File: config.mk
export PLATFORM = sky130hd
export DESIGN_NAME = rx_frame_deagg
export DESIGN_NICKNAME = d
export VERILOG_FILES = /design/src/rtl/dagg_pkg.sv /design/src/rtl/dagg_xfer_cnt.sv /design/src/rtl/dagg_hdr_check.sv /design/src/rtl/dagg_out_stage.sv /design/src/rtl/rx_frame_deagg.sv
export SDC_FILE = /design/constraint.sdc
export NUM_CORES = 1
export LEC_CHECK = 0
export ABC_AREA = 1
export BUFFER_PORTS_ARGS = -buffer_cell sky130_fd_sc_hd__buf_2
export CAP_MARGIN = 20
export CORE_UTILIZATION = 40
export CTS_CLUSTER_SIZE = 30
export DETAILED_ROUTE_END_ITERATION = 12
export PLACE_DENSITY = 0.68
export REMOVE_ABC_BUFFERS = 1
export SYNTH_ARGS = -nofsm -noshare
export SYNTH_HDL_FRONTEND = slang
export SYNTH_SLANG_ARGS = --single-unit
File: constraint.sdc
create_clock -name clk -period 2.2 [get_ports clk]
set_input_delay 0.22 -clock clk [delete_from_list [all_inputs] [get_ports clk]]
set_output_delay 0.22 -clock clk [all_outputs]
set_load 0.01 [all_outputs]
File: src/rtl/dagg_pkg.sv
package dagg_pkg;

  typedef enum logic [2:0] {
    ERR_NONE      = 3'd0,
    ERR_SHORT_HDR = 3'd1,
    ERR_STATUS    = 3'd2,
    ERR_OVERSIZE  = 3'd3,
    ERR_TOO_LONG  = 3'd4,
    ERR_RUNT      = 3'd5
  } dagg_err_e;

  typedef enum logic [2:0] {
    ST_IDLE,
    ST_BOUND,
    ST_HDR,
    ST_EVAL,
    ST_PAY,
    ST_FCS,
    ST_PAD,
    ST_DRAIN
  } dagg_state_e;

  typedef struct packed {
    logic [7:0] data;
    logic       sof;
    logic       eof;
  } dagg_beat_t;

endpackage

File: src/rtl/dagg_xfer_cnt.sv
module dagg_xfer_cnt #(
  parameter int REM_W = 12,
  parameter int ALIGN = 4
) (
  input  logic             clk,
  input  logic             rst,
  input  logic             load,
  input  logic [REM_W-1:0] load_val,
  input  logic             step,
  output logic [REM_W-1:0] rem,
  output logic [$clog2(ALIGN)-1:0] off
);
  localparam int OFF_W = $clog2(ALIGN);

  always_ff @(posedge clk) begin
    if (rst) begin
      rem <= '0;
      off <= '0;
    end else if (load) begin
      rem <= load_val;
      off <= '0;
    end else if (step) begin
      rem <= rem - REM_W'(1);
      off <= off + OFF_W'(1);
    end
  end
endmodule

File: src/rtl/dagg_hdr_check.sv
module dagg_hdr_check
  import dagg_pkg::*;
#(
  parameter int HDR_W    = 32,
  parameter int FLEN_LSB = 16,
  parameter int FLEN_W   = 14,
  parameter int ES_BIT   = 15,
  parameter int TRAIL    = 4,
  parameter int REM_W    = 12
) (
  input  logic [HDR_W-1:0]  hdr,
  input  logic [REM_W-1:0]  rem,
  output dagg_err_e         err,
  output logic [FLEN_W-1:0] pay_len
);
  localparam int CMP_W = (FLEN_W > REM_W) ? FLEN_W : REM_W;

  logic [FLEN_W-1:0] flen;
  logic [CMP_W-1:0]  flen_x;
  logic [CMP_W-1:0]  rem_x;

  assign flen   = hdr[FLEN_LSB +: FLEN_W];
  assign flen_x = CMP_W'(flen);
  assign rem_x  = CMP_W'(rem);

  // Priority: error flag, then runt length, then overrun of the remainder
  always_comb begin
    err = ERR_NONE;
    if (hdr[ES_BIT])
      err = ERR_STATUS;
    else if (flen_x < CMP_W'(TRAIL + 1))
      err = ERR_RUNT;
    else if (flen_x > rem_x)
      err = ERR_OVERSIZE;
  end

  assign pay_len = flen - FLEN_W'(TRAIL);
endmodule

File: src/rtl/dagg_out_stage.sv
module dagg_out_stage
  import dagg_pkg::*;
(
  input  logic       clk,
  input  logic       rst,
  input  logic       push,
  input  dagg_beat_t beat_in,
  input  logic       out_ready,
  output logic       out_valid,
  output dagg_beat_t beat_q,
  output logic       can_accept
);
  assign can_accept = !out_valid || out_ready;

  always_ff @(posedge clk) begin
    if (rst) begin
      out_valid <= 1'b0;
      beat_q    <= '0;
    end else begin
      if (push) begin
        out_valid <= 1'b1;
        beat_q    <= beat_in;
      end else if (out_ready) begin
        out_valid <= 1'b0;
      end
    end
  end
endmodule

File: src/rtl/rx_frame_deagg.sv
module rx_frame_deagg
  import dagg_pkg::*;
#(
  parameter int MAX_XFER    = 2048,
  parameter int LEN_W       = $clog2(MAX_XFER) + 1,
  parameter int HDR_BYTES   = 4,
  parameter int TRAIL_BYTES = 4,
  parameter int ALIGN       = 4,
  parameter int FLEN_LSB    = 16,
  parameter int FLEN_W      = 14,
  parameter int ES_BIT      = 15
) (
  input  logic             clk,
  input  logic             rst,
  input  logic             xfer_start,
  input  logic [LEN_W-1:0] xfer_len,
  output logic             start_ready,
  input  logic [7:0]       in_data,
  input  logic             in_valid,
  output logic             in_ready,
  output logic [7:0]       out_data,
  output logic             out_sof,
  output logic             out_eof,
  output logic             out_valid,
  input  logic             out_ready,
  output logic             done,
  output logic             err_valid,
  output logic [2:0]       err_code
);
  localparam int HDR_W  = 8 * HDR_BYTES;
  localparam int CNT_N  = (HDR_BYTES > TRAIL_BYTES) ? HDR_BYTES : TRAIL_BYTES;
  localparam int CNT_W  = $clog2(CNT_N);
  localparam int OFF_W  = $clog2(ALIGN);

  dagg_state_e       state;
  logic [HDR_W-1:0]  hdr;
  logic [CNT_W-1:0]  bcnt;
  logic [FLEN_W-1:0] pcnt;
  logic              first;
  dagg_err_e         err_q;

  logic [LEN_W-1:0]  rem;
  logic [OFF_W-1:0]  off;
  logic              beat;
  logic              cnt_load;

  dagg_err_e         chk_err;
  logic [FLEN_W-1:0] chk_pay;

  logic              push;
  dagg_beat_t        push_beat;
  dagg_beat_t        out_beat;
  logic              can_accept;

  assign start_ready = (state == ST_IDLE);
  assign cnt_load    = (state == ST_IDLE) && xfer_start;
  assign beat        = in_valid && in_ready;

  always_comb begin
    in_ready = 1'b0;
    case (state)
      ST_HDR, ST_FCS: in_ready = 1'b1;
      ST_PAY:         in_ready = can_accept;
      ST_PAD:         in_ready = (off != '0) && (rem != '0);
      ST_DRAIN:       in_ready = (rem != '0);
      default:        in_ready = 1'b0;
    endcase
  end

  dagg_xfer_cnt #(.REM_W(LEN_W), .ALIGN(ALIGN)) u_cnt (
    .clk      (clk),
    .rst      (rst),
    .load     (cnt_load),
    .load_val (xfer_len),
    .step     (beat),
    .rem      (rem),
    .off      (off)
  );

  dagg_hdr_check #(
    .HDR_W    (HDR_W),
    .FLEN_LSB (FLEN_LSB),
    .FLEN_W   (FLEN_W),
    .ES_BIT   (ES_BIT),
    .TRAIL    (TRAIL_BYTES),
    .REM_W    (LEN_W)
  ) u_chk (
    .hdr     (hdr),
    .rem     (rem),
    .err     (chk_err),
    .pay_len (chk_pay)
  );

  assign push           = (state == ST_PAY) && beat;
  assign push_beat.data = in_data;
  assign push_beat.sof  = first;
  assign push_beat.eof  = (pcnt == FLEN_W'(1));

  dagg_out_stage u_out (
    .clk        (clk),
    .rst        (rst),
    .push       (push),
    .beat_in    (push_beat),
    .out_ready  (out_ready),
    .out_valid  (out_valid),
    .beat_q     (out_beat),
    .can_accept (can_accept)
  );

  assign out_data = out_beat.data;
  assign out_sof  = out_beat.sof;
  assign out_eof  = out_beat.eof;
  assign err_code = err_q;

  always_ff @(posedge clk) begin
    if (rst) begin
      state     <= ST_IDLE;
      hdr       <= '0;
      bcnt      <= '0;
      pcnt      <= '0;
      first     <= 1'b0;
      done      <= 1'b0;
      err_valid <= 1'b0;
      err_q     <= ERR_NONE;
    end else begin
      done      <= 1'b0;
      err_valid <= 1'b0;
      case (state)
        ST_IDLE: begin
          if (xfer_start) begin
            if (xfer_len > LEN_W'(MAX_XFER)) begin
              err_valid <= 1'b1;
              err_q     <= ERR_TOO_LONG;
              state     <= ST_DRAIN;
            end else begin
              state <= ST_BOUND;
            end
          end
        end
        ST_BOUND: begin
          if (rem == '0) begin
            done  <= 1'b1;
            state <= ST_IDLE;
          end else if (rem < LEN_W'(HDR_BYTES)) begin
            err_valid <= 1'b1;
            err_q     <= ERR_SHORT_HDR;
            state     <= ST_DRAIN;
          end else begin
            bcnt  <= '0;
            state <= ST_HDR;
          end
        end
        ST_HDR: begin
          if (beat) begin
            hdr  <= {in_data, hdr[HDR_W-1:8]};
            bcnt <= bcnt + CNT_W'(1);
            if (bcnt == CNT_W'(HDR_BYTES - 1))
              state <= ST_EVAL;
          end
        end
        ST_EVAL: begin
          if (chk_err != ERR_NONE) begin
            err_valid <= 1'b1;
            err_q     <= chk_err;
            state     <= (rem == '0) ? ST_IDLE : ST_DRAIN;
          end else begin
            pcnt  <= chk_pay;
            first <= 1'b1;
            state <= ST_PAY;
          end
        end
        ST_PAY: begin
          if (beat) begin
            first <= 1'b0;
            pcnt  <= pcnt - FLEN_W'(1);
            if (pcnt == FLEN_W'(1)) begin
              bcnt  <= '0;
              state <= ST_FCS;
            end
          end
        end
        ST_FCS: begin
          if (beat) begin
            bcnt <= bcnt + CNT_W'(1);
            if (bcnt == CNT_W'(TRAIL_BYTES - 1))
              state <= ST_PAD;
          end
        end
        ST_PAD: begin
          if ((off == '0) || (rem == '0))
            state <= ST_BOUND;
        end
        ST_DRAIN: begin
          if (rem == '0)
            state <= ST_IDLE;
          else if (beat && (rem == LEN_W'(1)))
            state <= ST_IDLE;
        end
        default: state <= ST_IDLE;
      endcase
    end
  end
endmodule

Word-level counts from Yosys, hierarchy flattened

Index checks and enable logic that the tools add are counted.
Widths: inputs -> output; s select.

Word-level logic and storage cells: 126
Bits in registers: 82
Output and inout port bits: 18
Bits of input ports: 25

Bitwise gates (word level): 1
$add $sub $neg: 5
Eq/ne operators: 26
Muxes and demuxes: 49
Reduce and logical (&&, ||, !) cells: 27
Order comparisons: 4

Operators with widths:

| cell                  | count |
|---|---|
| $mux 3                | 22 |
| $mux 14               | 2 |
| $pmux 14 s2           | 1 |
| $mux 12               | 2 |
| $ne 2x2->1 const B    | 12 |
| $pmux 3 s8            | 1 |
| $eq 14x1->1 const B   | 1 |
| $gt 14x12->1          | 1 |
| $lt 14x3->1 const B   | 1 |
| $sub 14x1->14 const B | 1 |
| $sub 14x3->14 const B | 1 |
| $eq 12x1->1 const B   | 1 |
| $eq 3x3->1 const B    | 4 |
| $gt 12x12->1 const B  | 1 |
| $logic_not 12->1      | 1 |
| $lt 12x3->1 const B   | 1 |
| $mux 2                | 6 |
| $reduce_and 6->1      | 2 |
| $reduce_bool 12->1    | 1 |
| $sub 12x1->12 const B | 1 |
| $mux 1                | 10 |
| $pmux 3 s3            | 1 |
| $reduce_and 9->1      | 1 |
| $reduce_bool 3->1     | 3 |
| 20 further kinds      | 34 |

Depth between registers and ports, before layout

Depth after elaboration: 8
Mapped depth: 17
Mapped depth without buffers: 17

By module

A second synthesis with hierarchy kept.

Cells, all modules: 726
Area total of the unflattened synthesis: 4808.4 um^2

Modules (own cells, without submodules):

| module         | sequential area each (um^2) | instances | cells an instance | area each (um^2) |
|---|---|---|---|---|
| rx_frame_deagg | 1141.1                      | 1         | 441               | 2946.6 |
| dagg_xfer_cnt  | 280.3                       | 1         | 127               | 843.3 |
| dagg_hdr_check | 0.0                         | 1         | 110               | 630.6 |
| dagg_out_stage | 220.2                       | 1         | 48                | 387.9 |

Worst setup path before layout

Ideal clock, no wire load.

Path kind: register to register
Start point: reg u_cnt.rem[9]
End point: reg pcnt[8]
Arrival time: 1.795 ns
Library setup time: 0.117 ns
Setup slack: 0.288 ns
Data required time: 2.083 ns
Cell stages (with the launch flop): 16
Buffers on the path: 1
Path through: dfxtp_1 > inv_1 > ha_1 > nand2_1 > inv_1 > nand2_1 > nand2_1 > a21oi_1 > nand2_1 > nand2_1 > nand3_1 > nand2_4 > inv_2 > buf_6 > a21oi_1 > nor2_1

Longest elaborated chain between the ends: 7

RTL lines:

| element                             | line                  | source |
|---|---|---|
| start: declaration                  | dagg_xfer_cnt.sv:10   | `output logic [REM_W-1:0] rem,` |
| start signal: assignment            | dagg_xfer_cnt.sv:20   | `rem <= load_val;` |
| start signal: assignment            | dagg_xfer_cnt.sv:23   | `rem <= rem - REM_W'(1);` |
| $gt 14x12->1                        | dagg_hdr_check.sv:33  | `else if (flen_x > rem_x)` |
| $mux 2                              | dagg_hdr_check.sv:33  |  |
| $mux 3                              | dagg_hdr_check.sv:31  | `else if (flen_x < CMP_W'(TRAIL + 1))` |
| $mux 3                              | dagg_hdr_check.sv:29  | `if (hdr[ES_BIT])` |
| $reduce_bool 3->1                   | rx_frame_deagg.sv:162 | `if (chk_err != ERR_NONE) begin` |
| $ne 2x2->1 (no source line)         | --                    |  |
| $reduce_and 3->1 (no source line) * | --                    |  |
| end signal: assignment              | rx_frame_deagg.sv:167 | `pcnt <= chk_pay;` |
| end signal: assignment              | rx_frame_deagg.sv:175 | `pcnt <= pcnt - FLEN_W'(1);` |
| end: declaration                    | rx_frame_deagg.sv:38  | `logic [FLEN_W-1:0] pcnt;` |

Mark *: on every way between the ends. The rest lies on a longest branch, timed or not.
A chain may end at the register's enable or synchronous reset.

Worst setup path after layout

Start point: reg u_cnt.rem[7]
End point: reg u_out.beat_q[0] (netlist bit)

Longest elaborated chain between the ends: 5

RTL lines:

| element                | line                                       | source |
|---|---|---|
| $reduce_bool 12->1 *   | rx_frame_deagg.sv:64, rx_frame_deagg.sv:65 |  |
| $logic_and 1x1->1      | rx_frame_deagg.sv:64                       | `ST_PAD: in_ready = (off != '0) && (rem != '0);` |
| $pmux 1 s4 *           | rx_frame_deagg.sv:61                       | `case (state)` |
| $logic_and 1x1->1 *    | rx_frame_deagg.sv:57                       | `assign beat = in_valid && in_ready;` |
| $logic_and 1x1->1 *    | rx_frame_deagg.sv:94                       | `assign push = (state == ST_PAY) && beat;` |
| end signal: assignment | dagg_out_stage.sv:22                       | `beat_q <= beat_in;` |
| end: declaration       | dagg_out_stage.sv:10                       | `output dagg_beat_t beat_q,` |

Marks and branches as above.

==> results.yml <==
worst_setup_path:
  cp_num_buf_inv: 4
  cp_slowest_cell: "dfxtp_1"
  critPathMaxStageDelay_ps: 340
  crit_arrival_ps: 2250
  worstPathRequired_ps: 2450
  cp_cell_sequence: "buf_4, nor2_1, nand2_1, nor2_4, nand2_2, nand3_2, nand3_4, nand2_8, inv_6, nand2_8, buf_4, inv_4, o21ai_1, a21oi_2"
  endpoint_kind: "flop"
  crit_family: "simple AND/OR/NAND/NOR gates"
  critPathKind: "flop to flop"
  crit_fanout: 13
  critPathLaunchType: "flop"
grt:
  grt_pass1_wl_um: 17300
  overflow: 0
  grtUsageTotal: 0.212
  grt_max_degree: 32
  grt_pass1_vias: 3691
  antenna_found_initial: 0
clock_network:
  clk_latency_ps: 350
  cts_tree: "yes"
  cts_htree_levels: 3
  clk_pin_slew_ps: 80
  ctsHoldBuffers: 0
  post_cts_buffers: 0
  cts.path.max_buffers: 2
  numCtsBuffers: 9
  cts-resized-gates: 0
  cts_sinks: 67
  cts_root_buf: "clkbuf_8"
drt:
  drt_iter0_drc: 217
  dr.pass1.iters: 4
  num_vias: 4051
  antenna_left: 0
  totalWireLength_um: 10600
  wl_per_cell_um: 13.2
  drc_errors: 0
  vias_per_cell: 5.03
outcome:
  run_status: "completed"
timing:
  worst_pin_slew_ps: 476
  hold_viol: 0
  setup_viol: 0
  slew_headroom: 0.681
  setup_ws_ps: 195
  setup_tns_ps: 0
  period_needed_ps: 2010
  post-route-period-util: 0.912
  grt_setup_unrepaired: "no"
  finClkSkew_ps: 10.6
  max_freq_mhz: 499
  slew_violations: 0
place:
  place_area_mm2: 0.00455
  dpl.hpwl_um: 8240
  numPortBuffers: 42
  dp_cells: 790
  place.gp.congestion: 0.930
  post-place-ws_ps: 30.6
pwr:
  power.total_uw: 6140
  irDropWorstVdd_v: 0.000620
  p_leak_uw: 0.00225
  p_per_area_mw_per_mm2: 1280
die:
  die_w_um: 103
  floorplan.initialDensity: 0.414
  ioPinCount: 43
  die_h_um: 103
  core_mm2: 0.00982
  die_area_mm2: 0.0106
  row_count: 36
yosys:
  yosysWarnings: 0
  synth_cells: 604
  yosysUniqueCellTypes: 44
  synth_seq_cells: 67
  syn_area_mm2: 0.00406
  syn_avg_cell_area_um2: 6.72
  ys_seq_area_frac: 0.330
cells_and_area:
  drive_above_1_share: 0.184
  final_area_mm2: 0.00478
  num_antenna_cells: 0
  stdcell_count: 806
  nNetsFinal: 713
  syn_to_final_growth_pct: 17.7
run:
  cap_viol_max_count: 0
worst_hold_path:
  hp-class: "input port to flop"
[worst register-to-register path, stage by stage (launching register included)]
cell     delay (ps)
dfxtp_1         340
buf_4           160
nor2_1          140
nand2_1         130
nor2_4          150
nand2_2          90
nand3_2         110
nand3_4         110
nand2_8         130
inv_6            50
nand2_8          50
buf_4           170
inv_4            90
o21ai_1         150
a21oi_2          40
[report_power, final]
group / internal [uW] / leakage, uW / switching, uW
clock: 541 / 0.000101 / 544
sequential: 1450 / 0.000546 / 224
combinational: 1260 / 0.00160 / 2120
[synth_stat cells, drive strengths merged]
library cell  count  area, um^2
a21oi            54         282
a31oi             5        31.3
inv              72         278
ha               20         250
o21a              3        22.5
dfxtp            67        1340
o21ai            54         274
nor3              6        35.0
o221ai            1        8.76
buf               7        60.1
nor4              3        18.8
nand2           142         583
a211oi            4        35.0
o22ai             2        12.5
xnor2             3        26.3
and3              1        6.26
and2              1        6.26
nor2             93         372
a22oi             3        22.5
nand3            28         163
nand3b            1        7.51
o31ai             1        7.51
clkbuf            9        33.8
or2               3        18.8
a32o              2        20.0
nand4             8        50.1
xor2             11        96.3
[kinds of logic (layout without fill, tap and decap cells)]
kind of cell,Yosys count,after routing,share of synthesized area
simple gates,286,286,0.310
xor+xnor,14,14,0.0302
flops,67,67,0.330
fa+ha+maj,20,20,0.0616
buf+inv,88,157,0.0915
compound gates,129,129,0.176
[per-stage QoR]
stage | util | hold slack (ps)
2_1_floorplan | - | 282
3_3_place_gp | 0.463 | 451
3_5_place_dp | 0.463 | 454
4_1_cts | 0.484 | 96.9
5_1_grt | 0.487 | 95.5
6_report | 0.487 | 114
[per-layer routing]
layer	part of all wire	wire, um	global-route usage
met2	0.46	4890	0.359
met3	0.052	552	0.0393
met5	0	0	0
met4	0.018	190	0.0693
met1	0.47	4970	0.272
[placed cells by master, fill, tap and decap left out, types with 3 or more instances in the layout]
cell      count
a211oi_1      3
a21oi_1      51
a21oi_2       3
a22oi_1       3
a31oi_1       5
buf_2        42
buf_4        27
clkbuf_8      9
dfxtp_1      63
dfxtp_2       4
ha_1         20
inv_1        63
inv_2         7
inv_6         5
nand2_1     134
nand2_2       5
nand3_1      24
nand4_1       8
nor2_1       89
nor2_4        3
nor3_1        4
nor4_1        3
o21a_1        3
o21ai_0      43
o21ai_1      10
or2_2         3
xnor2_1       3
xor2_1       11
[flip-flops by register name, summed over array words and instances (netlist names)]
name	count
u_out.beat_q	10
u_cnt.off	2
bcnt	2
state	3
hdr	17
u_out.out_valid	1
err_valid	1
u_cnt.rem	12
err_code	3
first	1
pcnt	14
done	1
[worst paths after layout]
| check | from | endpoint | slack (ps) | cells after the start |
|---|---|---|---|---|
| min reg2reg | err_code[1] | err_code[1] | 460 | 2 |
| max | u_cnt.rem[7] | u_out.beat_q[0] | 190 | 14 |
| min | in_data[6] | hdr[30] | 110 | 3 |
| max reg2reg | u_cnt.rem[7] | u_out.beat_q[0] | 190 | 14 |
[cell type report]
type	count	area [um^2]
timing repair buffer	69	413
clock inverter	7	81.3
sequential	67	1350
clock buffer	9	124
multi-input combinational	449	2370
inverter	72	278
tap	133	166
fill	1000	5040
Note: power is estimated with default switching activity, not from simulation.
